### src/rtl/gpio_pkg.sv
package gpio_pkg;

  typedef enum logic [1:0] {
    EDGE_OFF  = 2'd0,
    EDGE_FALL = 2'd1,
    EDGE_RISE = 2'd2,
    EDGE_BOTH = 2'd3
  } edge_mode_e;

  // Pad control fields in register bit order, bit 5 down to bit 0
  typedef struct packed {
    logic       dir_out;
    logic       push_pull;
    logic       pull_on;
    logic [1:0] pull_kind;
    logic       level;
  } pad_ctl_t;

  localparam int PAD_CTL_W = $bits(pad_ctl_t);

endpackage

### src/rtl/gpio_sync.sv
module gpio_sync #(
  parameter int W      = 13,
  parameter int STAGES = 2
) (
  input  logic         clk,
  input  logic         rst,
  input  logic [W-1:0] din,
  output logic [W-1:0] dout
);
  logic [STAGES-1:0][W-1:0] chain_q;

  always_ff @(posedge clk) begin
    if (rst) chain_q[0] <= '0;
    else     chain_q[0] <= din;
  end

  for (genvar s = 1; s < STAGES; s++) begin : g_stage
    always_ff @(posedge clk) begin
      if (rst) chain_q[s] <= '0;
      else     chain_q[s] <= chain_q[s-1];
    end
  end

  assign dout = chain_q[STAGES-1];
endmodule

### src/rtl/gpio_edge_det.sv
module gpio_edge_det #(
  parameter int W = 13
) (
  input  logic               clk,
  input  logic               rst,
  input  logic [W-1:0]       lvl,
  input  logic [W-1:0][1:0]  mode,
  output logic [W-1:0]       hit
);
  logic [W-1:0] prev_q;

  always_ff @(posedge clk) begin
    if (rst) prev_q <= '0;
    else     prev_q <= lvl;
  end

  for (genvar i = 0; i < W; i++) begin : g_pin
    // mode bit 1 selects rising, mode bit 0 selects falling
    assign hit[i] = (mode[i][1] & ~prev_q[i] &  lvl[i]) |
                    (mode[i][0] &  prev_q[i] & ~lvl[i]);
  end


  edge_needs_change_chk: assert property (@(posedge clk) disable iff (rst)
    ((hit & ~(lvl ^ $past(lvl))) == '0));
endmodule

### src/rtl/gpio_irq_group.sv
module gpio_irq_group #(
  parameter int W = 7
) (
  input  logic         clk,
  input  logic         rst,
  input  logic [W-1:0] hit,
  input  logic         wr_stat,
  input  logic         wr_mask,
  input  logic [W-1:0] wdata,
  output logic [W-1:0] stat,
  output logic [W-1:0] mask
);
  logic [W-1:0] clr;

  assign clr = wr_stat ? wdata : '0;

  always_ff @(posedge clk) begin
    if (rst) begin
      stat <= '0;
      mask <= '1;
    end else begin
      stat <= (stat & ~clr) | hit;
      if (wr_mask) mask <= wdata;
    end
  end


  stat_source_chk: assert property (@(posedge clk) disable iff (rst)
    ((stat & ~$past(stat) & ~$past(hit)) == '0));


  clear_takes_chk: assert property (@(posedge clk) disable iff (rst)
    ((stat & $past(clr & ~hit)) == '0));


  edge_wins_chk: assert property (@(posedge clk) disable iff (rst)
    (($past(hit) & ~stat) == '0));
endmodule

### src/rtl/gpio_edge_ctrl.sv
module gpio_edge_ctrl #(
  parameter int NUM_PINS    = 13,
  parameter int GRP0_PINS   = 7,
  parameter int DATA_W      = 8,
  parameter int ADDR_W      = 5,
  parameter int SYNC_STAGES = 2
) (
  input  logic                  clk,
  input  logic                  rst,
  input  logic [ADDR_W-1:0]     reg_addr,
  input  logic                  reg_we,
  input  logic [DATA_W-1:0]     reg_wdata,
  output logic [DATA_W-1:0]     reg_rdata,
  input  logic [NUM_PINS-1:0]   pad_in,
  output logic [NUM_PINS-1:0]   pad_oe,
  output logic [NUM_PINS-1:0]   pad_out,
  output logic [NUM_PINS-1:0]   pad_push_pull,
  output logic [NUM_PINS-1:0]   pull_en,
  output logic [2*NUM_PINS-1:0] pull_sel,
  output logic                  irq
);
  import gpio_pkg::*;

  localparam int GRP1_PINS = NUM_PINS - GRP0_PINS;
  localparam int ICTL_BASE = NUM_PINS;
  localparam int STAT_BASE = 2 * NUM_PINS;
  localparam int MASK_BASE = STAT_BASE + 2;
  localparam int REG_COUNT = MASK_BASE + 2;

  // Register state
  pad_ctl_t                    pad_ctl_q [NUM_PINS];
  edge_mode_e                  emode_q   [NUM_PINS];
  logic [NUM_PINS-1:0]         lvl_sync;
  logic [NUM_PINS-1:0][1:0]    mode_vec;
  logic [NUM_PINS-1:0]         hit;
  logic [NUM_PINS-1:0]         stat_all;
  logic [NUM_PINS-1:0]         mask_all;
  logic [DATA_W-1:0]           rd_d;
  logic                        unused_wbits;

  assign unused_wbits = ^reg_wdata[DATA_W-1:PAD_CTL_W];

  // Input synchronizer and edge detection
  gpio_sync #(.W(NUM_PINS), .STAGES(SYNC_STAGES)) u_sync (
    .clk(clk), .rst(rst), .din(pad_in), .dout(lvl_sync)
  );

  for (genvar p = 0; p < NUM_PINS; p++) begin : g_mode
    assign mode_vec[p] = emode_q[p];
  end

  gpio_edge_det #(.W(NUM_PINS)) u_edge (
    .clk(clk), .rst(rst), .lvl(lvl_sync), .mode(mode_vec), .hit(hit)
  );

  // Per-pin control registers
  for (genvar p = 0; p < NUM_PINS; p++) begin : g_pin
    always_ff @(posedge clk) begin
      if (rst) begin
        pad_ctl_q[p] <= '0;
        emode_q[p]   <= EDGE_OFF;
      end else if (reg_we) begin
        if (reg_addr == ADDR_W'(p))
          pad_ctl_q[p] <= pad_ctl_t'(reg_wdata[PAD_CTL_W-1:0]);
        if (reg_addr == ADDR_W'(ICTL_BASE + p))
          emode_q[p] <= edge_mode_e'(reg_wdata[2:1]);
      end
    end

    assign pad_oe[p]          = pad_ctl_q[p].dir_out;
    assign pad_push_pull[p]   = pad_ctl_q[p].push_pull;
    assign pull_en[p]         = pad_ctl_q[p].pull_on;
    assign pull_sel[2*p +: 2] = pad_ctl_q[p].pull_kind;
    assign pad_out[p]         = pad_ctl_q[p].level;
  end

  // Interrupt groups
  for (genvar g = 0; g < 2; g++) begin : g_grp
    localparam int LO = (g == 0) ? 0 : GRP0_PINS;
    localparam int GW = (g == 0) ? GRP0_PINS : GRP1_PINS;
    logic wr_stat, wr_mask;

    assign wr_stat = reg_we && (reg_addr == ADDR_W'(STAT_BASE + g));
    assign wr_mask = reg_we && (reg_addr == ADDR_W'(MASK_BASE + g));

    gpio_irq_group #(.W(GW)) u_grp (
      .clk     (clk),
      .rst     (rst),
      .hit     (hit[LO +: GW]),
      .wr_stat (wr_stat),
      .wr_mask (wr_mask),
      .wdata   (reg_wdata[GW-1:0]),
      .stat    (stat_all[LO +: GW]),
      .mask    (mask_all[LO +: GW])
    );
  end

  // Read multiplexer
  always_comb begin
    rd_d = '0;
    for (int p = 0; p < NUM_PINS; p++) begin
      if (reg_addr == ADDR_W'(p))
        rd_d[PAD_CTL_W-1:0] = pad_ctl_q[p];
      if (reg_addr == ADDR_W'(ICTL_BASE + p))
        rd_d[2:0] = {emode_q[p], lvl_sync[p]};
    end
    if (reg_addr == ADDR_W'(STAT_BASE))
      rd_d[GRP0_PINS-1:0] = stat_all[GRP0_PINS-1:0];
    if (reg_addr == ADDR_W'(STAT_BASE + 1))
      rd_d[GRP1_PINS-1:0] = stat_all[NUM_PINS-1:GRP0_PINS];
    if (reg_addr == ADDR_W'(MASK_BASE))
      rd_d[GRP0_PINS-1:0] = mask_all[GRP0_PINS-1:0];
    if (reg_addr == ADDR_W'(MASK_BASE + 1))
      rd_d[GRP1_PINS-1:0] = mask_all[NUM_PINS-1:GRP0_PINS];
  end

  always_ff @(posedge clk) begin
    if (rst) begin
      reg_rdata <= '0;
      irq       <= 1'b0;
    end else begin
      reg_rdata <= rd_d;
      irq       <= |(stat_all & ~mask_all);
    end
  end


  irq_source_chk: assert property (@(posedge clk) disable iff (rst)
    irq |-> $past(|(stat_all & ~mask_all)));


  reserved_read_chk: assert property (@(posedge clk) disable iff (rst)
    ($past(reg_addr) >= ADDR_W'(REG_COUNT)) |-> (reg_rdata == '0));


  oe_hold_chk: assert property (@(posedge clk) disable iff (rst)
    $past(!reg_we) |-> $stable(pad_oe));
endmodule

### config.mk
export PLATFORM = sky130hd
export DESIGN_NAME = gpio_edge_ctrl
export DESIGN_NICKNAME = d
export VERILOG_FILES = /design/src/rtl/gpio_pkg.sv /design/src/rtl/gpio_sync.sv /design/src/rtl/gpio_edge_det.sv /design/src/rtl/gpio_irq_group.sv /design/src/rtl/gpio_edge_ctrl.sv
export SDC_FILE = /design/constraint.sdc
export NUM_CORES = 1
export LEC_CHECK = 0
export CORE_UTILIZATION = 50
export DETAILED_ROUTE_END_ITERATION = 8
export GPL_ROUTABILITY_DRIVEN = 1
export PLACE_DENSITY = 0.76
export SYNTH_ARGS = -nofsm -noshare
export SYNTH_HDL_FRONTEND = slang
export SYNTH_SLANG_ARGS = --single-unit
### constraint.sdc
create_clock -name clk -period 1.9 [get_ports clk]
set_input_delay 0.38 -clock clk [delete_from_list [all_inputs] [get_ports clk]]
set_output_delay 0.38 -clock clk [all_outputs]
set_load 0.1 [all_outputs]
; Word-level counts from Yosys, hierarchy flattened
; Memory sizes are Yosys's and may differ from the RTL's.
; Index checks and enable logic that the tools add are counted.
[word_totals]
regBits = 74
latch_bits = 0
ram_bits = 104
romBits = 0
inputBits = 29
out_inout_bits = 87
elab_cells = 336
mem_count = 2
[classes]
add_sub_neg = 0
multipliers = 0
n_div = 0
order_cmp = 0
n_eq_ne = 29
n_shift = 0
mux = 164
bitwise_logic = 125
n_reduce_logical = 6
[mem_list]
columns = name, words, word_bits, rd, rd_ports_with_merged_regs, wr, line
row1 = pad_ctl_q, 13, 6, 13, 0, 13, gpio_edge_ctrl.sv:31  ; pad_ctl_t pad_ctl_q [NUM_PINS];
row2 = emode_q, 13, 2, 13, 0, 13, gpio_edge_ctrl.sv:32  ; edge_mode_e emode_q [NUM_PINS];
[op_table]
columns = op, n
row1 = $mux 6, 29
row2 = $mux 1, 106
row3 = $eq 5x5->1 const B, 14
row4 = $and 1x1->1, 52
row5 = $eq 5x4->1 const B, 8
row6 = $mux 3, 13
row7 = $or 1x1->1, 39
row8 = $mux 2, 13
row9 = $not 1->1, 26
row10 = $mux 7, 3
row11 = $eq 5x3->1 const B, 4
row12 = $and 13x13->13, 1
row13 = $not 13->13, 1
row14 = $reduce_or 13->1, 1
row15 = $eq 5x2->1 const B, 2
row16 = $and 7x7->7, 1
row17 = $not 7->7, 1
row18 = $or 7x7->7, 1
row19 = $and 6x6->6, 1
row20 = $not 6->6, 1
row21 = $or 6x6->6, 1
row22 = $eq 5x1->1 const B, 1
row23 = $logic_not 5->1, 1
row24 = $logic_and 1x1->1, 4

; Longest topological paths before layout
; Gate-level depths: netlist of run 1.
[logic_depth]
ltp_word = 31
depth_mapped = 10
mapped_depth_nobuf = 6

; By module
; Synthesis of run 1 repeated with hierarchy kept, for this count alone.
[hier_totals]
cells_unflattened = 873
area_unflattened_um2 = 8712.1
[modules_own_cells]
columns = mod, instances, cells_per_inst, area_per_inst_um2, seq_area_each_um2
row1 = gpio_edge_ctrl, 1, 645, 6314.8, 3283.1
row2 = gpio_sync, 1, 67, 798.3, 520.5
row3 = gpio_edge_det, 1, 66, 609.3, 260.2
row4 = gpio_irq_group at g_grp[0].u_grp, 1, 51, 528.0, 280.3
row5 = gpio_irq_group at g_grp[1].u_grp, 1, 44, 461.7, 240.2

; Worst setup path before layout of run 1
; Ideal clock, no wire load.
[synth_path]
path_kind = register to register
start = memory pad_ctl_q[0][24] in the netlist's numbering
end = register reg_rdata[0]
setup_time_ns = 0.084
t_arrival_ns = 2.131
required_time_ns = 1.816
setup_slack_ns = -0.316
stages_incl_launch_ff = 7
n_path_buf = 0
synth_period_minus_slack_ns = 2.216
cell_sequence = edfxtp_1 or4b_1 a21boi_1 or3_4 a2111oi_4 a211oi_2 o31ai_2
[synth_rtl]
columns = element, line
row1 = from (decl), gpio_edge_ctrl.sv:31
row2 = to (signal assigned), gpio_edge_ctrl.sv:122  ; reg_rdata <= rd_d;
row3 = to (decl), gpio_edge_ctrl.sv:13  ; output logic [DATA_W-1:0] reg_rdata,

; Final worst setup path of run 1
[layout_path]
start = input port reg_addr[3]
end = register reg_rdata[5]
[layout_via]
elab_chain_cells = 18
word_cells_on_any_way = 34
cone_classes = eq/ne (16) / mux (17) / reduce/logical (1)
[layout_rtl]
columns = element, line
row1 = from (decl), gpio_edge_ctrl.sv:10  ; input logic [ADDR_W-1:0] reg_addr,
row2 = $logic_not 5->1, gpio_edge_ctrl.sv:102  ; if (reg_addr == ADDR_W'(p))
row3 = $mux 6 (13 in series), gpio_edge_ctrl.sv:102
row4 = $mux 7, gpio_edge_ctrl.sv:107  ; if (reg_addr == ADDR_W'(STAT_BASE))
row5 = $mux 6, gpio_edge_ctrl.sv:109  ; if (reg_addr == ADDR_W'(STAT_BASE + 1))
row6 = $mux 7, gpio_edge_ctrl.sv:111  ; if (reg_addr == ADDR_W'(MASK_BASE))
row7 = $mux 6 *, gpio_edge_ctrl.sv:113  ; if (reg_addr == ADDR_W'(MASK_BASE + 1))
; Mark *: on every way between the ends. The rest lies on a longest branch, timed or not.
; A chain may end at the register's enable or synchronous reset.

==> results_dict.tcl, run 1 <==
set metrics [dict create \
    ant_nets 0 \
    required_ns 2.22 \
    period_share_pct 100.3 \
    synth_top_family_by_area "simple AND/OR/NAND/NOR gates" \
    grt_pass1_vias 8390 \
    clock-sinks 177 \
    num_rows 48 \
    die_w_um 135.9 \
    die_h_um 135.9 \
    p_leak_nw 5.314 \
    cp-end-kind "flip-flop" \
    max_freq_mhz 524.5 \
    final_core_util_pct 75.29 \
    syn_to_final_growth_pct 46.32 \
    drive_above_1_share_pct 33.19 \
    routed_via_density 6.184 \
    finalWorstSetupSlack_ns -0.006607 \
    switchingPower_mw 3.433 \
    synth_nets 930 \
    failed_checks "setup timing" \
    syn_area_mm2 0.008962 \
    worstMarginPinSlew_ns 0.6724 \
    ys_types 92 \
    overflow 0 \
    fin_nets 1194 \
    internal-power_mw 6.988 \
    routedWlPerCell_um 24.26 \
    postSynthAreaPerCell_um2 9.947 \
    skew_ns 0.009240 \
    port_buffers 113 \
    routed_wl_um 34060 \
    async_flop_share_pct 0 \
    status "finished, violations left" \
    ys_ff_latch 177 \
    switching_share_pct 32.95 \
    die_area_mm2 0.01846 \
    power.density_mw_per_mm2 794.7 \
    setup.worst_path.class "primary input to flip-flop" \
    io-pin-count 116 \
    path_clk_slew_ns 0.07 \
    synth_mux_area_share_pct 1.396 \
    synth_compound_gate_area_share_pct 16.96 \
    cts_max_path_buffers 2 \
    dr.pass1.iters 5 \
    power_frac_clock_pct 33.5 \
    grtUsageTotal_pct 37.81 \
    syn_inst 901 \
    num_vias 8683 \
    slew_headroom_pct 54.76 \
    yosysWarningCount 0 \
    finalHoldViolCount 0 \
    cts_root_buffer "clkbuf_16" \
    cts_setup_buffers 0 \
    synth-xor-area-share_pct 0 \
    setup_viol 1 \
    grt_max_degree 80 \
    tritoncts "yes" \
    numCtsBuffers 17 \
    postLayoutCellArea_mm2 0.01311 \
    period_needed_ns 1.907 \
    holdCritPathClass "flip-flop to flip-flop" \
    gp_congestion 0.9630 \
    start_util_pct 51.46 \
    rr_startpoint "pad_ctl_q[0][17]" \
    mostFrequentLayoutCell "buf_4" \
    maxCapViolCount 0 \
    worst_setup_path_start_kind "primary input" \
    ir_worst_vdd_uv 830.6 \
    worstPathMaxFanout 13 \
    antenna_found_initial 0 \
    min_from "u_sync.chain_q[8]" \
    seq_area_frac_synth_pct 51.15 \
    crit_start "reg_addr[3]" \
    htreeDepth 4 \
    final_cell_mix "buf_4, edfxtp_1, buf_12" \
    synth_fa_ha_area_share_pct 0 \
    synthFlopType "edfxtp_1" \
    drv_slew 0 \
    combPwrFrac_pct 23.6 \
    synth-edff-count 104 \
    grt_pass1_wl_um 50360 \
    whs_ns 0.4542 \
    drt_iter0_markers 1059 \
    place_hpwl_um 25790 \
    critPathArrivalTime_ns 2.22 \
    finalPower_mw 10.42 \
    seq_power_share_pct 42.9 \
    synthSimpleGateAreaFrac_pct 25.37 \
    placed_area_mm2 0.01242 \
    drc 0 \
    rsz0062_at_grt "true" \
    tns_ns -0.006607 \
    clk_latency_ns 0.44 \
    core_area_mm2 0.01742 \
]
[power groups by stage]
stage          Clock (mW)  Combinational, mW  Sequential (mW)
2_1_floorplan           0              0.579             5.23
3_3_place_gp            0               2.39             4.53
3_5_place_dp            0               2.40             4.53
4_1_cts              3.49               2.43             4.46
5_1_grt              3.65               2.53             4.47
6_report             3.49               2.46             4.47
[cell usage after synthesis, drive strengths merged (19+ instances only)]
library cell / count / share of area [%]
and3: 38 / 2.7
o21ai: 45 / 2.5
clkbuf: 29 / 1.2
nor2b: 52 / 3.7
nand3: 21 / 1.2
buf: 42 / 3.1
nor3: 21 / 1.4
nand3b: 19 / 1.7
a31o: 19 / 1.9
and2: 56 / 3.9
edfxtp: 104 / 35
nor2: 77 / 3.3
nand2: 76 / 3.2
a21oi: 48 / 2.7
dfxtp: 73 / 16
[state kept, by name, indices dropped and copies added (netlist names)]
name,count
emode_q,26
g_grp.u_grp.mask,13
g_grp.u_grp.stat,13
irq,1
pad_ctl_q,78
reg_rdata,7
u_edge.prev_q,13
u_sync.chain_q,13
u_sync.dout,13
[final timing paths]
| check | to | slack, ns | cells past startpoint |
|---|---|---|---|
| worst max-delay path | reg_rdata[5] | -0.007 | 10 |
| worst min register to register | u_sync.dout[8] | 0.45 | 1 |
| worst max register to register | reg_rdata[5] | 0.05 | 8 |
| worst min-delay path | u_sync.dout[8] | 0.45 | 1 |
[cells by family (layout without fill, tap and decap cells)]
logic type / count (synthesis) / count (layout)
buf+inv: 90 / 367
simple gates: 404 / 404
flops: 177 / 177
mux: 11 / 11
other cells: 1 / 2
compound gates: 218 / 218
[final cells by class]
type / instances / area, um^2
fillers: 1157 / 4303
diodes: 1 / 2.502
well taps: 225 / 281.5
clock buffers: 18 / 450.4
flip-flops and latches: 177 / 4584
repair buffers: 316 / 3558
multi-input cells: 634 / 4028
clock inverters: 14 / 137.6
inverters: 19 / 71.32
[timing repair]
| action | in CTS | in global routing |
|---|---|---|
| hold buffers | 0 | 0 |
| pin swaps | 2 | 3 |
| resized for setup | 12 | 13 |
| endpoints found under the setup margin | 47 | 5 |
| hold endpoints to repair | 0 | 0 |
[layer usage]
layer / track usage, % / part of all wire [%] / routed length [um]
met3: 6.264 / 9.1 / 3109
met4: 17.22 / 3.9 / 1341
met5: 0 / 0 / 0
met1: 50.68 / 41 / 13870
met2: 59.98 / 46 / 15740
[stage by stage]
| stage | setup WS (ns) | cells |
|---|---|---|
| CTS | 0.01032 | 1403 |
| global route | -0.02856 | 1403 |
| floorplan | -0.2886 | 901 |
| global placement | -0.7142 | 1371 |
| detailed placement | -0.7494 | 1371 |
| finish | -0.006607 | 1404 |
[worst max-delay path, cell delays in order]
cell and delay, ns:
buf_2 0.23, buf_4 0.27, nor3b_2 0.34, nand2_1 0.19
buf_4 0.18, nor2_1 0.10, a21oi_1 0.05, a22oi_1 0.22
buf_4 0.17, o22ai_1 0.07
Note: power is estimated with default switching activity, not from simulation.
==> run 2, diff against run 1 <==
--- a/config.mk
+++ b/config.mk
@@ -5,10 +5,13 @@
 export SDC_FILE = /design/constraint.sdc
 export NUM_CORES = 1
 export LEC_CHECK = 0
-export CORE_UTILIZATION = 50
+export ABC_CLOCK_PERIOD_IN_PS = 1900
+export CELL_PAD_IN_SITES_DETAIL_PLACEMENT = 1
+export CELL_PAD_IN_SITES_GLOBAL_PLACEMENT = 2
+export CORE_UTILIZATION = 32
 export DETAILED_ROUTE_END_ITERATION = 8
 export GPL_ROUTABILITY_DRIVEN = 1
-export PLACE_DENSITY = 0.76
+export PLACE_DENSITY_LB_ADDON = 0.1
 export SYNTH_ARGS = -nofsm -noshare
 export SYNTH_HDL_FRONTEND = slang
 export SYNTH_SLANG_ARGS = --single-unit
==> results_dict.tcl, run 2 (synthesis results as in run 1) <==
set metrics [dict create \
    status "complete, no violations" \
    crit_slowest_cell "o31ai_4" \
    final_core_util_pct 49.89 \
    slew_headroom_pct 57.04 \
    critPathArrivalTime_ns 2.17 \
    grt_pass1_wl_um 57260 \
    core_area_mm2 0.02718 \
    path_depth 10 \
    drive_above_1_share_pct 35.15 \
    start_util_pct 32.98 \
    placed_area_mm2 0.01261 \
    drv_slew 0 \
    max_freq_mhz 539.2 \
    crit_start "reg_addr[3]" \
    top_register "pad_ctl_q" \
    die_h_um 169.4 \
    clock-sinks 177 \
    cts_root_buffer "clkbuf_16" \
    routed_wl_um 38950 \
    worstMarginPinSlew_ns 0.6376 \
    setup.worst_path.end "reg_rdata[2]" \
    fin_nets 1211 \
    place_hpwl_um 29920 \
    required_ns 2.21 \
    holdPathStages 2 \
    worstPathMaxFanout 11 \
    io-pin-count 116 \
    drc 0 \
    period_share_pct 97.61 \
    gp_congestion 0.9273 \
    fin_cells 1567 \
    num_rows 60 \
    cts_hold_buffers 0 \
    power.density_mw_per_mm2 797.3 \
    crit_family "compound AO/OA/AOI/OAI gates" \
    placed_cells 1521 \
    num_vias 8431 \
    antenna_found_initial 0 \
    ir_worst_vdd_uv 615.4 \
    finalPower_mw 10.81 \
    dr.pass1.iters 5 \
    setup.worst_path.class "primary input to flip-flop" \
    ant_nets 0 \
    rrSetupSlack_ns 0.10 \
    crit_chain "buf_4, buf_12, buf_4, nor3b_2, buf_4, and3_4, a31oi_1, a32oi_2, o31ai_4, o311ai_4" \
    tritoncts "yes" \
    cpPeakStageDelay_ns 0.31 \
    drt_iter0_markers 641 \
    postLayoutCellArea_mm2 0.01356 \
    reg2regPathDepth 7 \
    worst-path-buf-inv 4 \
    rr_startpoint "pad_ctl_q[0][24]" \
    numCtsBuffers 17 \
    routedWlPerCell_um 24.85 \
    period_needed_ns 1.855 \
    syn_to_final_growth_pct 51.29 \
    r2r-end "reg_rdata[0]" \
    grt_max_degree 75 \
    mostFrequentLayoutCell "buf_4" \
    largestRegisters "pad_ctl_q x78, emode_q x26" \
    worst_setup_path_start_kind "primary input" \
    skew_ns 0.01190 \
    maxCapViolCount 0 \
    path_clk_slew_ns 0.08 \
    die_w_um 169.4 \
    cp-end-kind "flip-flop" \
    holdCritPathClass "primary input to flip-flop" \
    largest_reg_flops 78 \
    final_cell_mix "buf_4, edfxtp_1, buf_12" \
    die_area_mm2 0.02868 \
    port_buffers 113 \
    routed_via_density 5.380 \
    p_leak_nw 5.429 \
    n_antenna_cell 0 \
    cts_max_path_buffers 2 \
    grt_pass1_vias 8731 \
    clk_latency_ns 0.46 \
    htreeDepth 4 \
    overflow 0 \
    setup_viol 0 \
    crit_path_frequent_cell "buf_4" \
    finalHoldViolCount 0 \
    grtUsageTotal_pct 27.62 \
]
==> run 2: cell count changes in the layout (fill, tap and decap cells not counted), sizes merged, moves of 2 or more <==
cell,before,now
inv,27,23
bufinv,0,3
clkinvlp,0,3
clkinv,6,4
buf,294,309
clkbuf,18,20
==> run 2: per-layer routing <==
metal	wire length, um	part of all wire, %	vias to the layer above	GRT usage [%]
met5	0	0	-	0
met4	995	2.6	0	8.813
met3	1450	3.7	52	3.591
met2	18060	46	233	44.80
met1	18440	47	4297	38.09
li1	-	-	3849	-
==> run 2: worst min-delay path by stage <==
stage                            from                      to
CTS                               rst  g_grp[0].u_grp.mask[2]
detailed placement  u_sync.chain_q[5]          u_sync.dout[5]
finish                            rst  g_grp[0].u_grp.mask[2]
global route                      rst  g_grp[0].u_grp.mask[2]
floorplan           u_sync.chain_q[0]          u_sync.dout[0]
global placement    u_sync.chain_q[6]          u_sync.dout[6]
==> run 2: what timing repair did <==
action | in CTS | in global routing
pin swaps | 5 | 7
endpoints found under the setup margin | 31 | 5
gates resized for setup | 22 | 26
endpoints found under the hold margin | 0 | 0
setup buffers | 6 | 6
cloned | 1 | 1
==> run 2: final cells by class <==
class | count | area [um^2]
fillers | 2996 | 13620
flip-flops and latches | 177 | 4584
multi-input cells | 634 | 4108
repair buffers | 333 | 3721
well taps | 372 | 465.4
clock buffers | 18 | 429.2
clock inverters | 14 | 180.2
inverters | 19 | 71.32
==> run 2: where the power goes <==
| group | switching [mW] | leakage [nW] | internal (mW) |
|---|---|---|---|
| combinational | 1.58 | 3.55 | 0.962 |
| clock | 1.69 | 0.289 | 2.10 |
| sequential | 0.235 | 1.59 | 4.25 |
| total | 3.50 | 5.43 | 7.31 |
==> run 2: metrics by stage <==
stage	TNS (ns)	setup slack, ns	hold WS [ns]
final	0	0.04532	0.2601
after global routing	-0.002347	-0.002347	0.2629
after CTS	-0.004632	-0.004632	0.2448
after detailed placement	-62.00	-0.8707	0.4282
after global placement	-58.14	-0.8832	0.4251
after floorplan	-0.3795	-0.2886	0.4138
